`src/rtl/spi_fq_pkg.sv`:
```
// Package: shared address map and field positions of the FIFO request controller.
// Assumes a word-addressed register bus with a 3-bit address.
package spi_fq_pkg;
    localparam int ADDR_W   = 3;
    localparam int DATA_W   = 32;

    localparam logic [ADDR_W-1:0] A_TXDATA = 3'd0;
    localparam logic [ADDR_W-1:0] A_RXDATA = 3'd1;
    localparam logic [ADDR_W-1:0] A_INTEN  = 3'd2;
    localparam logic [ADDR_W-1:0] A_DMACTL = 3'd3;
    localparam logic [ADDR_W-1:0] A_STATUS = 3'd4;

    // Interrupt-enable bits
    localparam int IE_TXEMPTY = 0;
    localparam int IE_RXRDY   = 3;

    // Status bits
    localparam int ST_TXEMPTY = 0;
    localparam int ST_TXFULL  = 1;
    localparam int ST_RXRDY   = 3;
    localparam int ST_RXEN    = 8;

    // DMA control fields
    localparam int DC_TXWM_LSB   = 0;
    localparam int DC_TXEN       = 7;
    localparam int DC_RXWM_LSB   = 16;
    localparam int DC_RXEN       = 23;
    localparam int DC_TAILWM_LSB = 24;
    localparam int DC_TAILEN     = 31;
endpackage

```
`src/rtl/spi_fq_fifo.sv`:
```
// Module: synchronous FIFO with an occupancy count.
// Pushes while full and pops while empty are ignored; the head word reads
// zero when empty. Storage has no reset; only pointers and count do.
module spi_fq_fifo #(
    parameter int WIDTH = 32,
    parameter int DEPTH = 64,
    localparam int PTR_W = $clog2(DEPTH),
    localparam int LVL_W = PTR_W + 1
) (
    input  logic             clk,
    input  logic             rst_n,
    input  logic             push,
    input  logic [WIDTH-1:0] push_data,
    input  logic             pop,
    output logic [WIDTH-1:0] head,
    output logic [LVL_W-1:0] level,
    output logic             empty,
    output logic             full
);
    logic [WIDTH-1:0] mem [DEPTH];
    logic [PTR_W-1:0] wr_ptr, rd_ptr;
    logic             do_push, do_pop;

    assign empty   = (level == '0);
    assign full    = (level == LVL_W'(DEPTH));
    assign do_push = push && !full;
    assign do_pop  = pop && !empty;
    assign head    = empty ? '0 : mem[rd_ptr];

    // Storage write on an accepted push
    always_ff @(posedge clk) begin
        if (do_push) mem[wr_ptr] <= push_data;
    end

    // Pointer and occupancy update
    always_ff @(posedge clk) begin
        if (!rst_n) begin
            wr_ptr <= '0;
            rd_ptr <= '0;
            level  <= '0;
        end else begin
            if (do_push) wr_ptr <= (wr_ptr == PTR_W'(DEPTH-1)) ? '0 : wr_ptr + 1'b1;
            if (do_pop)  rd_ptr <= (rd_ptr == PTR_W'(DEPTH-1)) ? '0 : rd_ptr + 1'b1;
            case ({do_push, do_pop})
                2'b10:   level <= level + 1'b1;
                2'b01:   level <= level - 1'b1;
                default: level <= level;
            endcase
        end
    end
endmodule

```
`src/rtl/spi_fq_regs.sv`:
```
// Module: configuration registers and read-data multiplexer.
// Holds interrupt enables, DMA watermarks with their enables, and the
// receive enable. Assumes watermark fields are WM_W bits wide.
module spi_fq_regs
    import spi_fq_pkg::*;
#(
    parameter int WM_W = 6
) (
    input  logic              clk,
    input  logic              rst_n,
    input  logic              wr,
    input  logic [ADDR_W-1:0] addr,
    input  logic [DATA_W-1:0] wdata,
    input  logic [DATA_W-1:0] rx_head,
    input  logic              tx_empty,
    input  logic              tx_full,
    input  logic              rx_ready,
    output logic [DATA_W-1:0] rdata,
    output logic              ie_tx,
    output logic              ie_rx,
    output logic [WM_W-1:0]   tx_wm,
    output logic [WM_W-1:0]   rx_wm_m1,
    output logic [WM_W-1:0]   tail_wm,
    output logic              tx_den,
    output logic              rx_den,
    output logic              tail_den,
    output logic              rx_en
);
    logic [DATA_W-1:0] ie_word, dc_word, st_word;

    // Register write decode
    always_ff @(posedge clk) begin
        if (!rst_n) begin
            ie_tx    <= 1'b0;
            ie_rx    <= 1'b0;
            tx_wm    <= '0;
            rx_wm_m1 <= '0;
            tail_wm  <= '0;
            tx_den   <= 1'b0;
            rx_den   <= 1'b0;
            tail_den <= 1'b0;
            rx_en    <= 1'b0;
        end else if (wr) begin
            case (addr)
                A_INTEN: begin
                    ie_tx <= wdata[IE_TXEMPTY];
                    ie_rx <= wdata[IE_RXRDY];
                end
                A_DMACTL: begin
                    tx_wm    <= wdata[DC_TXWM_LSB   +: WM_W];
                    rx_wm_m1 <= wdata[DC_RXWM_LSB   +: WM_W];
                    tail_wm  <= wdata[DC_TAILWM_LSB +: WM_W];
                    tx_den   <= wdata[DC_TXEN];
                    rx_den   <= wdata[DC_RXEN];
                    tail_den <= wdata[DC_TAILEN];
                end
                A_STATUS: rx_en <= wdata[ST_RXEN];
                default: ;
            endcase
        end
    end

    // Assemble read-back words
    always_comb begin
        ie_word = '0;
        ie_word[IE_TXEMPTY] = ie_tx;
        ie_word[IE_RXRDY]   = ie_rx;
        dc_word = '0;
        dc_word[DC_TXWM_LSB   +: WM_W] = tx_wm;
        dc_word[DC_RXWM_LSB   +: WM_W] = rx_wm_m1;
        dc_word[DC_TAILWM_LSB +: WM_W] = tail_wm;
        dc_word[DC_TXEN]   = tx_den;
        dc_word[DC_RXEN]   = rx_den;
        dc_word[DC_TAILEN] = tail_den;
        st_word = '0;
        st_word[ST_TXEMPTY] = tx_empty;
        st_word[ST_TXFULL]  = tx_full;
        st_word[ST_RXRDY]   = rx_ready;
        st_word[ST_RXEN]    = rx_en;
    end

    // Read-data multiplexer
    always_comb begin
        case (addr)
            A_RXDATA: rdata = rx_head;
            A_INTEN:  rdata = ie_word;
            A_DMACTL: rdata = dc_word;
            A_STATUS: rdata = st_word;
            default:  rdata = '0;
        endcase
    end
endmodule

```
`src/rtl/spi_fq_req.sv`:
```
// Module: level comparators producing DMA requests and the interrupt.
// Assumes levels are one bit wider than the watermark fields so a full
// FIFO compares correctly.
module spi_fq_req #(
    parameter int LVL_W = 7,
    parameter int WM_W  = 6
) (
    input  logic [LVL_W-1:0] tx_lvl,
    input  logic [LVL_W-1:0] rx_lvl,
    input  logic [WM_W-1:0]  tx_wm,
    input  logic [WM_W-1:0]  rx_wm_m1,
    input  logic [WM_W-1:0]  tail_wm,
    input  logic             tx_den,
    input  logic             rx_den,
    input  logic             tail_den,
    input  logic             ie_tx,
    input  logic             ie_rx,
    output logic             dma_tx_req,
    output logic             dma_rx_req,
    output logic             dma_tail_req,
    output logic             irq
);
    logic tx_empty, rx_ready;

    // Watermark compares and interrupt combination
    always_comb begin
        tx_empty     = (tx_lvl == '0);
        rx_ready     = (rx_lvl != '0);
        dma_tx_req   = tx_den && (tx_lvl <= LVL_W'(tx_wm));
        dma_rx_req   = rx_den && (rx_lvl >  LVL_W'(rx_wm_m1));
        dma_tail_req = tail_den && rx_ready && (rx_lvl <= LVL_W'(tail_wm));
        irq          = (ie_tx && tx_empty) || (ie_rx && rx_ready);
    end
endmodule

```
`src/rtl/spi_fifo_reqctl.sv`:
```
// Module: top of the SPI FIFO watermark and request controller.
// Connects the register bus and the shift engine to two FIFOs and derives
// DMA requests and the interrupt from their levels. Reads of the receive
// data address pop in the same cycle; read data is combinational.
module spi_fifo_reqctl
    import spi_fq_pkg::*;
#(
    parameter int DEPTH = 64,
    localparam int WM_W  = $clog2(DEPTH),
    localparam int LVL_W = WM_W + 1
) (
    input  logic              clk,
    input  logic              rst_n,
    input  logic              bus_wr,
    input  logic              bus_rd,
    input  logic [ADDR_W-1:0] bus_addr,
    input  logic [DATA_W-1:0] bus_wdata,
    output logic [DATA_W-1:0] bus_rdata,
    input  logic              eng_tx_pop,
    output logic [DATA_W-1:0] eng_tx_data,
    output logic              eng_tx_valid,
    input  logic              eng_rx_push,
    input  logic [DATA_W-1:0] eng_rx_data,
    output logic              irq,
    output logic              dma_tx_req,
    output logic              dma_rx_req,
    output logic              dma_rxtail_req
);
    logic [LVL_W-1:0]  tx_lvl, rx_lvl;
    logic              tx_empty, tx_full, rx_empty, rx_full;
    logic [DATA_W-1:0] rx_head;
    logic              ie_tx, ie_rx, tx_den, rx_den, tail_den, rx_en;
    logic [WM_W-1:0]   tx_wm, rx_wm_m1, tail_wm;
    logic              tx_push, rx_pop, rx_push;

    assign tx_push      = bus_wr && (bus_addr == A_TXDATA);
    assign rx_pop       = bus_rd && (bus_addr == A_RXDATA);
    assign rx_push      = eng_rx_push && rx_en;
    assign eng_tx_valid = !tx_empty;

    spi_fq_fifo #(.WIDTH(DATA_W), .DEPTH(DEPTH)) u_txq (
        .clk(clk), .rst_n(rst_n),
        .push(tx_push), .push_data(bus_wdata),
        .pop(eng_tx_pop), .head(eng_tx_data),
        .level(tx_lvl), .empty(tx_empty), .full(tx_full)
    );

    spi_fq_fifo #(.WIDTH(DATA_W), .DEPTH(DEPTH)) u_rxq (
        .clk(clk), .rst_n(rst_n),
        .push(rx_push), .push_data(eng_rx_data),
        .pop(rx_pop), .head(rx_head),
        .level(rx_lvl), .empty(rx_empty), .full(rx_full)
    );

    spi_fq_regs #(.WM_W(WM_W)) u_regs (
        .clk(clk), .rst_n(rst_n),
        .wr(bus_wr), .addr(bus_addr), .wdata(bus_wdata),
        .rx_head(rx_head), .tx_empty(tx_empty), .tx_full(tx_full),
        .rx_ready(!rx_empty), .rdata(bus_rdata),
        .ie_tx(ie_tx), .ie_rx(ie_rx),
        .tx_wm(tx_wm), .rx_wm_m1(rx_wm_m1), .tail_wm(tail_wm),
        .tx_den(tx_den), .rx_den(rx_den), .tail_den(tail_den),
        .rx_en(rx_en)
    );

    spi_fq_req #(.LVL_W(LVL_W), .WM_W(WM_W)) u_req (
        .tx_lvl(tx_lvl), .rx_lvl(rx_lvl),
        .tx_wm(tx_wm), .rx_wm_m1(rx_wm_m1), .tail_wm(tail_wm),
        .tx_den(tx_den), .rx_den(rx_den), .tail_den(tail_den),
        .ie_tx(ie_tx), .ie_rx(ie_rx),
        .dma_tx_req(dma_tx_req), .dma_rx_req(dma_rx_req),
        .dma_tail_req(dma_rxtail_req), .irq(irq)
    );
endmodule

```
`config.mk`:
```
export PLATFORM = sky130hd
export DESIGN_NAME = spi_fifo_reqctl
export DESIGN_NICKNAME = d
export VERILOG_FILES = /design/src/rtl/spi_fq_pkg.sv /design/src/rtl/spi_fq_fifo.sv /design/src/rtl/spi_fq_regs.sv /design/src/rtl/spi_fq_req.sv /design/src/rtl/spi_fifo_reqctl.sv
export SDC_FILE = /design/constraint.sdc
export NUM_CORES = 2
export LEC_CHECK = 0
export BUFFER_PORTS_ARGS = -buffer_cell sky130_fd_sc_hd__clkbuf_2
export CORE_UTILIZATION = 49
export DETAILED_ROUTE_END_ITERATION = 10
export SLEW_MARGIN = 20
export SYNTH_ARGS = -nofsm -noshare
export SYNTH_HDL_FRONTEND = slang
export SYNTH_SLANG_ARGS = --single-unit
export TNS_END_PERCENT = 10
```
`constraint.sdc`:
```
create_clock -name clk -period 5.16 [get_ports clk]
set_input_delay 0.516 -clock clk [delete_from_list [all_inputs] [get_ports clk]]
set_output_delay 0.516 -clock clk [all_outputs]
set_load 0.01 [all_outputs]
```
# Word level (Yosys, flattened, before mapping)
# Memories as Yosys holds them, arrays and structs flattened. A register that Yosys moved wholly into a read port is not among the register bits.
# Cells that the tools add are included.
# Widths: inputs -> output; s select.
# word_totals
elab_cells	86
in_bits	73
reg_bits	62
mem_count	2
out_inout_bits	69
latchBits	0
ram_bits	4096
rom_bits	0
# classes
n_div	0
n_reduce_logical	27
n_bitwise	0
n_eq_ne	14
magnitude_cmp	3
mux	17
shift	0
n_mul	0
add_sub_neg	8
# memory_table
name	depth	width	read_ports	rd_clocked_by_memory_dff	wr	line_no	text
u_rxq.mem	64	32	1	1	1	spi_fq_fifo.sv:20	logic [WIDTH-1:0] mem [DEPTH];
u_txq.mem	64	32	1	1	1	spi_fq_fifo.sv:20	
# ops
cell	n
$pmux 32 s4	1
$mux 32	2
$mux 6	8
$pmux 7 s2	2
$add 6x1->6 const B	4
$eq 6x6->1 const B	4
$add 7x1->7 const B	2
$eq 7x7->1 const B	2
$le 7x6->1	2
$logic_not 7->1	2
$sub 7x1->7 const B	2
$logic_and 1x1->1	13
$gt 7x6->1	1
$reduce_bool 7->1	1
$eq 3x2->1 const B	2
$reduce_and 2->1	3
$eq 2x1->1 const B	2
$eq 2x2->1 const B	2
$logic_not 1->1	4
$mux 1	4
$reduce_bool 2->1	2
$eq 3x1->1 const B	1
$eq 3x3->1 const B	1
$logic_not 3->1	1
$logic_or 1x1->1	1

# Depth between registers and ports, before layout
# depth
ltp_word	5
depth_mapped	17
ltp_nobuf	13

# By module
# A second synthesis with hierarchy kept.
# unflattened
hier_cells	7336
hier_area_um2	161641.3
# by_module_without_submodules
mod	cells_each	area_each_um2	seq_area_each_um2	instances
spi_fq_fifo	3552	79830.3	61999.5	2
spi_fq_regs	157	1423.9	480.5	1
spi_fq_req	70	515.5	0.0	1
spi_fifo_reqctl	5	41.3	0.0	1

# Worst setup path before layout
# Ideal clock, no wire load.
# synth_timing
path_kind	register to register
startpoint	register u_rxq.level[2]
endpoint	register u_rxq.level[4]
stages_incl_launch_ff	18
synth_period_minus_slack_ps	3811
path_buffers	4
arrival_time_ps	3696
setup_ps	115
setup_slack_ps	1349
required_ps	5045
cell_sequence	dfxtp_1 -> buf_2 -> or4_1 -> o31a_1 -> buf_2 -> nand2_1 -> inv_1 -> ha_1 -> clkbuf_1 -> clkbuf_1 -> xor2_1 -> ha_1 -> or3_1 -> a21oi_1 -> or4b_2 -> a21oi_1 -> xnor2_1 -> and2_1
# synth_via
elab_chain_cells	5
word_cells_on_any_way	12
classes_between	add/sub: 2; eq/ne: 3; mux: 1; reduce/logical: 6
# synth_rtl
item	line_no	text
start: declaration	spi_fq_fifo.sv:16	output logic [LVL_W-1:0] level,
start signal: assignment	spi_fq_fifo.sv:45	2'b10: level <= level + 1'b1;
start signal: assignment	spi_fq_fifo.sv:46	2'b01: level <= level - 1'b1;
start signal: assignment	spi_fq_fifo.sv:47	default: level <= level;
branches (longest 5 deep; another with $sub 7x1->7)	-	
# Parallel ways; which one is timed is not known.
# A chain may end at the register's enable or synchronous reset.

==> impl_metrics.toml <==
[floorplan]
die_x_microns = 574
die_h_microns = 574
core_area_sq_um = 325000
boundaryPins = 142
start_util_pct = 49.4
fp.dieArea_sq_um = 330000
rows = 209

[routing]
drt-vias-per-instance = 6.38
drt_iter0_drc = 9401
wl_per_cell_microns = 35.4
ant_nets = 0
route.detailed.drc = 0
drt-pass1-iter-count = 6
num_vias = 78600
wl_mm = 436

[timing]
slew_headroom_pct = 12.4
worst_pin_slew_ns = 1.30
max_freq_mhz = 199
rsz0062_at_grt = "false"
tns_ns = 0
finClkSkew_ns = 0.0393
hold_viol_final = 0
setup_viol_count_final = 0
drv_slew = 0
whs_ns = 0.0467
fin_crit_ns = 5.02
final.period_utilization_pct = 97.4

[layout]
fin_util_pct = 56.3
fin_area_sq_um = 183000
area_growth_syn_to_layout_pct = 14.0
fill_cells = 23800
drive_gt1_share_pct = 30.3
nets = 7757
final_cells = 12300

[synth]
async_flop_share_pct = 0
yosysSeqAreaShare_pct = 77.6
synth-seq-cells = 4170
syn_avg_cell_area_sq_um = 22.7
syn_nets = 7183
synthXorXnorAreaFrac_pct = 0.142
synth.most_common_cell = "edfxtp_1"
ys_types = 77
synth_top_flop_cell = "edfxtp_1"
synth_common_cells = "4096 x edfxtp_1, 1099 x mux4_2, 213 x nor2_1"
yosys-top-cells-area = "edfxtp_1 77%, mux4_2 15%, dfxtp_1 0.92%"
synth_top_family_by_area = "multiplexers"
yosysTopAreaCell = "edfxtp_1"
synthMuxAreaShare_pct = 16.3
synth-edff-count = 4096
syn-cell-area_sq_um = 161000
yosys.area_share.simple_pct = 1.78
synth-compound-area-share_pct = 2.63
yosys.area_share.adder_pct = 0.210
ys_warn_count = 0
synth_cells = 7083
synth_top_area_share_pct = 76.6

[setup_path]
startpoint_type = "flop"
crit_fanout = 40
end_kind = "primary output"
worstPathArrival_ns = 4.51
worstSetupPathType = "flop to primary output"
cpPeakStageDelay_ns = 0.70
r2r-start = "u_rxq.level[2]$_SDFFE_PN0P_"
cp.required_ns = 4.64
r2r_slack_ns = 1.01
cp_slowest_cell = "dfxtp_4"
r2r_cells = 7
r2r-end = "u_rxq.mem[32][9]$_DFFE_PP_"
worstPathCellList = "buf_12, buf_12, mux4_2, nor2b_1, a211oi_1, buf_4, a211oi_1, a21oi_1, a31oi_1, clkbuf_2"

[power_and_ir_drop]
irDropWorstVdd_v = 0.000322
power.density_nw_per_um2 = 408
leakage_nw = 55.8

[global_routing]
grt-ovfl-total = 0
gr-usage-all-layers_pct = 26.4
antenna_found_initial = 13
grt_first_pass_wirelength_mm = 613
grt_start_max_net_pins = 86
first_global_vias = 79200

[clock_network]
clock_path_buffers = 4
cts_tree = "done"
cts-buffers-inserted = 419
cts_sinks = 4170
worstSkewPairLatency_ns = 0.98
h-tree-depth = 5
clockRootBuffer = "clkbuf_16"
path_clk_slew_ns = 0.06

[min_path]
min-delay-start = "eng_rx_data[5]"
min_to = "u_rxq.mem[45][5]$_DFFE_PP_"
hp-class = "input pin to flop"
holdPathStages = 1

[placed_design]
portBuffers = 141
dp_cells = 11600
gp_congestion = 0.839
place_area_sq_um = 169000
dp_hpwl_mm = 251

[flow_run]
drv_cap = 0

[outcome]
status = "finished clean"
-- cells in the final DEF, fill, tap and decap left out, types with 45 or more instances in the layout --
master,instances
a22oi_1,139
edfxtp_1,4096
clkbuf_2,135
bufinv_16,45
a211oi_1,48
buf_12,62
a21oi_1,124
buf_4,344
dfxtp_1,63
nor2_1,79
nand2_1,161
clkbuf_1,96
nand3_1,58
mux4_2,1099
clkinv_1,88
mux2i_1,109
clkinv_2,80
nor2_4,131
clkbuf_16,429
-- per-layer routing --
metal | GRT usage, % | wire length (microns)
met4 | 7.90 | 13500
met2 | 43.7 | 217000
met5 | 0.115 | 82
met3 | 4.15 | 33000
met1 | 36.5 | 173000
-- worst max path at each step --
| stage | startpoint | endpoint | slack, ns | depth (start not counted) |
|---|---|---|---|---|
| after floorplan | u_rxq.level[2]$_SDFFE_PN0P_ | u_rxq.level[4]$_SDFFE_PN0P_ | 1.35 | 17 |
| after global placement | bus_addr[0] | bus_rdata[1] | 0.28 | 7 |
| after detailed placement | bus_addr[0] | bus_rdata[3] | 0.58 | 9 |
| after CTS | flop | bus_rdata[1] | 0.003 | 6 |
| after global routing | flop | eng_tx_data[8] | 0.03 | 9 |
| final | flop | bus_rdata[5] | 0.14 | 10 |
-- sequential cells by signal (all words and copies together), names as in the netlist, 7 cells and up, named ones only --
signal	flops
u_txq.level	7
u_rxq.level	7
u_txq.mem	2048
u_rxq.mem	2048
-- per-stage QoR --
| stage | worst slack, ns | total power [W] |
|---|---|---|
| 6_report | 0.135 | 0.0746 |
| 5_1_grt | 0.0253 | 0.0767 |
| 4_1_cts | 0.00276 | 0.0751 |
| 3_5_place_dp | 0.584 | 0.0451 |
| 3_3_place_gp | 0.283 | 0.0450 |
| 2_1_floorplan | 1.35 | 0.0425 |
-- layout make-up --
class,count,area (sq um),share of cell area (%)
diodes,3,7.51,0.00410
clock inverters,242,2420,1.32
well taps,4325,5410,2.96
inverters,38,144,0.0787
repair buffers,542,4510,2.46
flip-flops and latches,4170,125000,68.1
clock buffers,530,11200,6.10
multi-input cells,2486,34800,19.0
-- cells by family after synthesis --
logic type	after synthesis
multiplexers	1231
AND/OR/NAND/NOR	607
flip-flops	4170
XOR/XNOR	26
AO/OA/AOI/OAI	595
adder cells (fa/ha/maj)	27
buffers and inverters	427
-- power by group --
| group | switching, W | leakage [nW] | total [W] | internal (W) |
|---|---|---|---|---|
| clock | 0.0127 | 6.64 | 0.0303 | 0.0175 |
| sequential | 0.000167 | 37.4 | 0.0374 | 0.0372 |
| combinational | 0.00390 | 11.8 | 0.00693 | 0.00304 |
| total | 0.0168 | 55.8 | 0.0746 | 0.0578 |
-- worst max-delay path: cells and delay by family, from the launching register on --
| kind | cells | cell delay, ns |
|---|---|---|
| compound gates | 4 | 1.26 |
| buf+inv | 4 | 1.02 |
| flops | 1 | 0.70 |
| mux | 1 | 0.24 |
| simple gates | 1 | 0.17 |
-- what timing repair did --
action / in CTS / in global routing
endpoints found under the setup margin: 6 / 0
endpoints found under the hold margin: 1 / 0
hold buffers: 1 / 0
buffers inserted: 5 / 0
resized for setup: 2 / 0
No activity file was read; power rests on OpenSTA's default activity.
